## src/rtl/alarm_stat_pkg.sv

```systemverilog
package alarm_stat_pkg;
  localparam int STAT_W   = 8;
  localparam int BIT_IO_A = 7;
  localparam int BIT_IO_B = 6;
  localparam int BIT_TR_A = 5;
  localparam int BIT_TR_B = 4;
  localparam int BIT_HI   = 3;
  localparam int BIT_LO   = 2;
  localparam int BIT_DIO  = 1;
  localparam int BIT_CRIT = 0;
  localparam int N_IO     = 2;
  localparam int N_STICKY = 4;
endpackage

```

## src/rtl/io_edge_sync.sv

```systemverilog
module io_edge_sync #(
  parameter int N      = 2,
  parameter int STAGES = 2
) (
  input  logic         clk,
  input  logic         rst,
  input  logic [N-1:0] pin_i,
  output logic [N-1:0] level_o,
  output logic [N-1:0] edge_o
);
  localparam int LAST = STAGES - 1;

  for (genvar i = 0; i < N; i++) begin : g_line
    logic [STAGES-1:0] chain;
    logic              prev;
    always_ff @(posedge clk) begin
      if (rst) begin
        chain <= '0;
        prev  <= 1'b0;
      end else begin
        chain <= {chain[STAGES-2:0], pin_i[i]};
        prev  <= chain[LAST];
      end
    end
    assign level_o[i] = chain[LAST];
    assign edge_o[i]  = chain[LAST] ^ prev;
  end
endmodule

```

## src/rtl/sticky_bank.sv

```systemverilog
module sticky_bank #(
  parameter int W = 4
) (
  input  logic         clk,
  input  logic         rst,
  input  logic [W-1:0] set_i,
  input  logic         rd_i,
  output logic [W-1:0] flag_o
);
  logic [W-1:0] keep;

  always_comb keep = rd_i ? '0 : flag_o;

  always_ff @(posedge clk) begin
    if (rst) flag_o <= '0;
    else     flag_o <= set_i | keep;
  end
endmodule

```

## src/rtl/alert_drive.sv

```systemverilog
module alert_drive #(
  parameter int W = 4
) (
  input  logic         clk,
  input  logic         rst,
  input  logic [W-1:0] flag_i,
  input  logic         pol_i,
  output logic         alert_o
);
  logic any_set;

  always_comb any_set = |flag_i;

  always_ff @(posedge clk) begin
    if (rst) alert_o <= ~pol_i;
    else     alert_o <= any_set ? pol_i : ~pol_i;
  end
endmodule

```

## src/rtl/alarm_status_reg.sv

```systemverilog
module alarm_status_reg
  import alarm_stat_pkg::*;
#(
  parameter int SYNC_STAGES = 2
) (
  input  logic              clk,
  input  logic              rst,
  input  logic              io_a_pin,
  input  logic              io_b_pin,
  input  logic              temp_hi_cond,
  input  logic              temp_lo_cond,
  input  logic              diode_fault,
  input  logic              crit_over,
  input  logic              rd_stb,
  input  logic              alert_pol,
  output logic [STAT_W-1:0] status_byte,
  output logic              alert_out
);
  logic [N_IO-1:0]     io_level;
  logic [N_IO-1:0]     io_edge;
  logic [N_STICKY-1:0] sticky_set;
  logic [N_STICKY-1:0] sticky_q;
  logic                diode_q;
  logic                crit_q;

  io_edge_sync #(.N(N_IO), .STAGES(SYNC_STAGES)) u_sync (
    .clk     (clk),
    .rst     (rst),
    .pin_i   ({io_a_pin, io_b_pin}),
    .level_o (io_level),
    .edge_o  (io_edge)
  );

  // order: tr_a, tr_b, hi, lo
  always_comb sticky_set = {io_edge, temp_hi_cond, temp_lo_cond};

  sticky_bank #(.W(N_STICKY)) u_flags (
    .clk    (clk),
    .rst    (rst),
    .set_i  (sticky_set),
    .rd_i   (rd_stb),
    .flag_o (sticky_q)
  );

  always_ff @(posedge clk) begin
    if (rst) begin
      diode_q <= 1'b0;
      crit_q  <= 1'b0;
    end else begin
      diode_q <= diode_fault;
      crit_q  <= crit_over;
    end
  end

  alert_drive #(.W(N_STICKY)) u_alert (
    .clk     (clk),
    .rst     (rst),
    .flag_i  (sticky_q),
    .pol_i   (alert_pol),
    .alert_o (alert_out)
  );

  assign status_byte = {io_level, sticky_q, diode_q, crit_q};
endmodule

```

## config.mk

```make
export PLATFORM = sky130hd
export DESIGN_NAME = alarm_status_reg
export DESIGN_NICKNAME = d
export VERILOG_FILES = /design/src/rtl/alarm_stat_pkg.sv /design/src/rtl/io_edge_sync.sv /design/src/rtl/sticky_bank.sv /design/src/rtl/alert_drive.sv /design/src/rtl/alarm_status_reg.sv
export SDC_FILE = /design/constraint.sdc
export NUM_CORES = 1
export LEC_CHECK = 0
export ABC_AREA = 1
export CORE_MARGIN = 3
export CORE_UTILIZATION = 30
export DETAILED_ROUTE_END_ITERATION = 10
export GPL_TIMING_DRIVEN = 0
export PLACE_DENSITY = 0.63
export SLEW_MARGIN = 25
export SYNTH_ARGS = -nofsm -noshare
export SYNTH_HDL_FRONTEND = slang
export SYNTH_SLANG_ARGS = --single-unit
```

## constraint.sdc

```tcl
create_clock -name clk -period 0.8 [get_ports clk]
set_input_delay 0.16 -clock clk [delete_from_list [all_inputs] [get_ports clk]]
set_output_delay 0.16 -clock clk [all_outputs]
set_load 0.01 [all_outputs]
```

==> After elaboration in Yosys (flattened, before gate mapping) <==
Index checks and enable logic that the tools add are counted.
{ "word_totals": {"wordCells": 16, "ram_bits": 0, "latchBits": 0, "n_memories": 0, "reg_bits": 13, "out_inout_bits": 9, "mem_bits_ro": 0, "inputBits": 10} }
{ "classes": {"n_mux": 3, "order_cmp": 0, "bitwise": 4, "multipliers": 0, "reduce_logical": 1, "n_div": 0, "n_eq_ne": 0, "shifts": 0, "n_addsub": 0} }
{ "ops": {"columns": ["cell", "n"], "rows": [
  ["4-bit two-way mux", 1],
  ["4-bit bitwise OR", 1],
  ["4-bit OR reduction", 1],
  ["1-bit two-way mux", 2],
  ["1-bit XOR", 2],
  ["1-bit inverter", 1]
]} }

==> Logic depth before layout (Yosys ltp) <==
{ "logic_depth": {"ltp_word": 3, "mapped_depth": 6, "ltp_nobuf": 6} }

==> Cells and area by module <==
Synthesis repeated with hierarchy kept, for this count alone.
{ "unflattened": {"hier_cells": 64, "area_unflattened_um2": 473.0} }
{ "by_module_without_submodules": {"columns": ["mod", "instances", "seq_area_each_um2", "cells_each", "area_per_inst_um2"], "rows": [
  ["io_edge_sync", 1, 120.1, 28, 210.2],
  ["sticky_bank", 1, 80.1, 17, 133.9],
  ["alarm_status_reg", 1, 40.0, 8, 70.1],
  ["alert_drive", 1, 20.0, 11, 58.8]
]} }

==> Worst setup path after synthesis <==
No wires, ideal clock.
{ "synth_timing": {"kind": "reg-to-reg", "startpoint": "register u_flags.flag_o[3]", "endpoint": "register u_alert.alert_o", "period_less_slack_ns": 0.761, "setup_time_ns": 0.109, "stages_incl_launch_ff": 7, "t_required_ns": 0.691, "path_slack_ns": 0.039, "t_arrival_ns": 0.652, "n_path_buf": 0, "path_cell_list": "dfxtp_1 nor2_1 nand2_1 nand2_1 nand2_1 nand2_1 inv_1"} }
{ "synth_via": {"elab_chain_cells": 3} }
{ "synth_rtl": {"columns": ["item", "line_no", "source"], "rows": [
  ["from (decl)", "sticky_bank.sv:8", "output logic [W-1:0] flag_o"],
  ["from (signal assigned)", "sticky_bank.sv:16", "else flag_o <= set_i | keep;"],
  ["4-bit OR reduction", "alert_drive.sv:12", "always_comb any_set = |flag_i;"],
  ["1-bit two-way mux", "alert_drive.sv:16", "else alert_o <= any_set ? pol_i : ~pol_i;"],
  ["1-bit two-way mux", "alert_drive.sv:15", "if (rst) alert_o <= ~pol_i;"],
  ["to (signal assigned)", "alert_drive.sv:15", null],
  ["to (signal assigned)", "alert_drive.sv:16", null],
  ["to (decl)", "alert_drive.sv:8", "output logic alert_o"]
]} }
Every way passes these cells.
A chain may end at the register's enable or synchronous reset.

==> Final worst setup path <==
Same ends and word-level chain as after synthesis.

==> results.cfg <==
[sta]
finalMaxSlewViolations = 0
finClkSkew_ns = 0.00190
tightestPinTransition_ns = 0.182
fin_crit_sh_pct = 113
setup-violations-final = 12
rsz0062_at_grt = yes
layout_min_cycle_time_ns = 0.908
setup_slack_ns = -0.108
maxSlewHeadroom_pct = 87.9
max_freq_ghz = 1.10
hold_violations = 0

[synthesis]
synth.cell_area_um2 = 463
synth_fa_ha_area_share_pct = 0
synthMuxAreaShare_pct = 0
yosys.area_share.simple_pct = 20.5
synth-seq-cells = 13
synth_flop_cell = dfxtp_1
synth_xor_area_share_pct = 0
synth_warnings = 0
synth-compound-area-share_pct = 4.32
synth_top_area_share_pct = 56.2
asyncSetResetFlopFracSynth_pct = 0
synth_area_per_cell_um2 = 7.59
synth_top_family_by_area = simple AND/OR/NAND/NOR gates
seq_area_frac_synth_pct = 56.2
synth_cell_types = 9
synth_common_cells = 14 x inv_1, 14 x nor2_1, 13 x dfxtp_1
synth_fp_nets = 71
yosysTopAreaCell = dfxtp_1
synthCells = 61
synth-edff-count = 0
synth_area_leaders = dfxtp_1 56%, inv_1 11%, nor2_1 11%

[worst_setup_path]
slowest_delay_ns = 0.34
critPathArrivalTime_ns = 1.08
worstSetupPathType = reg -> reg
crit_path_frequent_cell = nand2_1
crit_slowest_cell = dfxtp_2
worstPathMaxFanout = 2
end_kind = register
crit_path_cell_trace = buf_6, nor2_2, nand2_1, nand2_1, nand2_1, nand2_1, inv_1
cp.required_ns = 0.97
start_kind = register

[placed_design]
dp.cells = 94
gp_congestion = 0.714
pre_cts_ws_ns = -0.304
io_buffers = 18
hpwl_um = 628

[detailed_routing]
dr_total_vias = 399
routedWlPerCell_um = 9.02
drtIter0Drc = 1
wl_met1_um = 389
wl_met2_um = 400
firstDrtPassIters = 3
drt_wl_total_um = 884
ant_nets = 0
met3_length_um = 94
vias_per_cell = 4.07
routed.top_layer = met3
drc_errors = 0

[layout]
diodes = 0
drive_gt1_share_pct = 32.5
syn_to_final_growth_pct = 53.2
fillers = 142
seq_area_um2 = 270
final_cells = 98
multiInputGateArea_um2 = 120
finalNetCount = 94

[floorplanning]
dieArea_um2 = 2050
rows = 13
start_util_pct = 33.9
die_h_um = 45.3
io_pins = 19
core_area_um2 = 1370
die_w_um = 45.3

[job]
maxCapViolCount = 0

[worst_hold_path]
hold_path_class = in -> reg

[clocking]
clock_sinks = 13
cts_tree = done
htree_levels = 1
cts_max_path_buffers = 2
cts-root-buf = clkbuf_4
numCtsBuffers = 3
path_clk_slew_ns = 0.08
clk_latency_ns = 0.27

[global_route]
grt_start_max_net_pins = 11
grt_pass1_wl_mm = 1.40
grt_pass1_vias = 363
track_usage_pct = 9.89
grt-ovfl-total = 0
antenna_found_initial = 0

[power_and_ir_drop]
peakVddDrop_mv = 0.905
cellLeakagePower_nw = 0.374
power-per-cell-area_nw_per_um2 = 1830

[outcome]
status = finished, violations left
violations = negative setup slack
## through the flow
step | setup TNS (ns) | utilization [%] | total power, mW | area, um2 | hold WS (ns)
2_1_floorplan | 0 | - | 0.794 | 463 | 0.267
3_3_place_gp | -5.38 | 48.4 | 0.898 | 662 | 0.389
3_5_place_dp | -5.44 | 48.4 | 0.904 | 662 | 0.393
4_1_cts | -0.943 | 50.0 | 1.31 | 683 | 0.383
5_1_grt | -1.31 | 51.9 | 1.38 | 709 | 0.412
6_report | -0.819 | 51.9 | 1.30 | 709 | 0.394
## metal layers
| metal | up-vias | global-route usage, % |
|---|---|---|
| met4 | 0 | 7.02 |
| met5 | - | 0 |
| met1 | 170 | 10.4 |
| met2 | 15 | 16.4 |
| met3 | 0 | 3.19 |
| li1 | 214 | - |
## flip-flops by register name (all words and copies together) (netlist names)
register and flops:
crit_q 1, u_sync.g_line.prev 2, u_flags.flag_o 4, u_sync.g_line.chain 4
diode_q 1, u_alert.alert_o 1
## cells by family after synthesis
kind of cell,after synthesis
AND/OR/NAND/NOR,25
buffers and inverters,19
flip-flops,13
AO/OA/AOI/OAI,4
## final cells by class
class / count / share of cell area [%]
well taps: 15 / 2.65
inverters: 14 / 7.41
flip-flops and latches: 13 / 38.1
multi-input cells: 29 / 16.9
repair buffers: 22 / 30.5
plain buffers: 1 / 0.705
clock buffers: 4 / 3.70
## layout by cell type (no fill, tap or decap)
master / synthesis / layout
nand3_1: 1 / 1
buf_6: 0 / 9
clkbuf_1: 0 / 1
buf_4: 4 / 2
nor2_1: 14 / 12
dfxtp_2: 0 / 8
nand2_1: 10 / 10
inv_1: 14 / 14
nor2_2: 0 / 2
clkdlybuf4s50_1: 0 / 9
o21ai_0: 2 / 2
clkbuf_4: 0 / 3
buf_2: 1 / 3
a21oi_1: 2 / 2
dfxtp_1: 13 / 5
## critical path: cells and delay by family, from the launching register on
kind | cells | cell delay, ns
and+or+nand+nor | 5 | 0.33
buffers and inverters | 2 | 0.14
DFF | 1 | 0.34
## repair_timing
action | CTS | global route
endpoints found under the setup margin | 11 | 12
gates resized for setup | 48 | 7
buffers inserted | 4 | 0
hold buffers | 0 | 0
pin swaps | 2 | 4
## power by group
group / switching (mW) / internal [mW] / total [mW]
clock: 0.204 / 0.193 / 0.397
combinational: 0.0792 / 0.119 / 0.198
sequential: 0.0174 / 0.686 / 0.704
## path summary, 6_finish.rpt
| kind | start | endpoint | slack (ns) | cells after the start |
|---|---|---|---|---|
| hold / removal | crit_over | crit_q$_SDFF_PP0_ | 0.39 | 3 |
| hold reg to reg | u_sync.g_line[1].chain[0]$_SDFF_PP0_ | u_sync.g_line[1].chain[1]$_SDFF_PP0_ | 0.40 | 2 |
| setup / recovery | u_flags.flag_o[3]$_SDFF_PP0_ | u_alert.alert_o$_DFF_P_ | -0.11 | 7 |
| setup reg to reg | u_flags.flag_o[3]$_SDFF_PP0_ | u_alert.alert_o$_DFF_P_ | -0.11 | 7 |
Power figures use the tool's default switching activity.
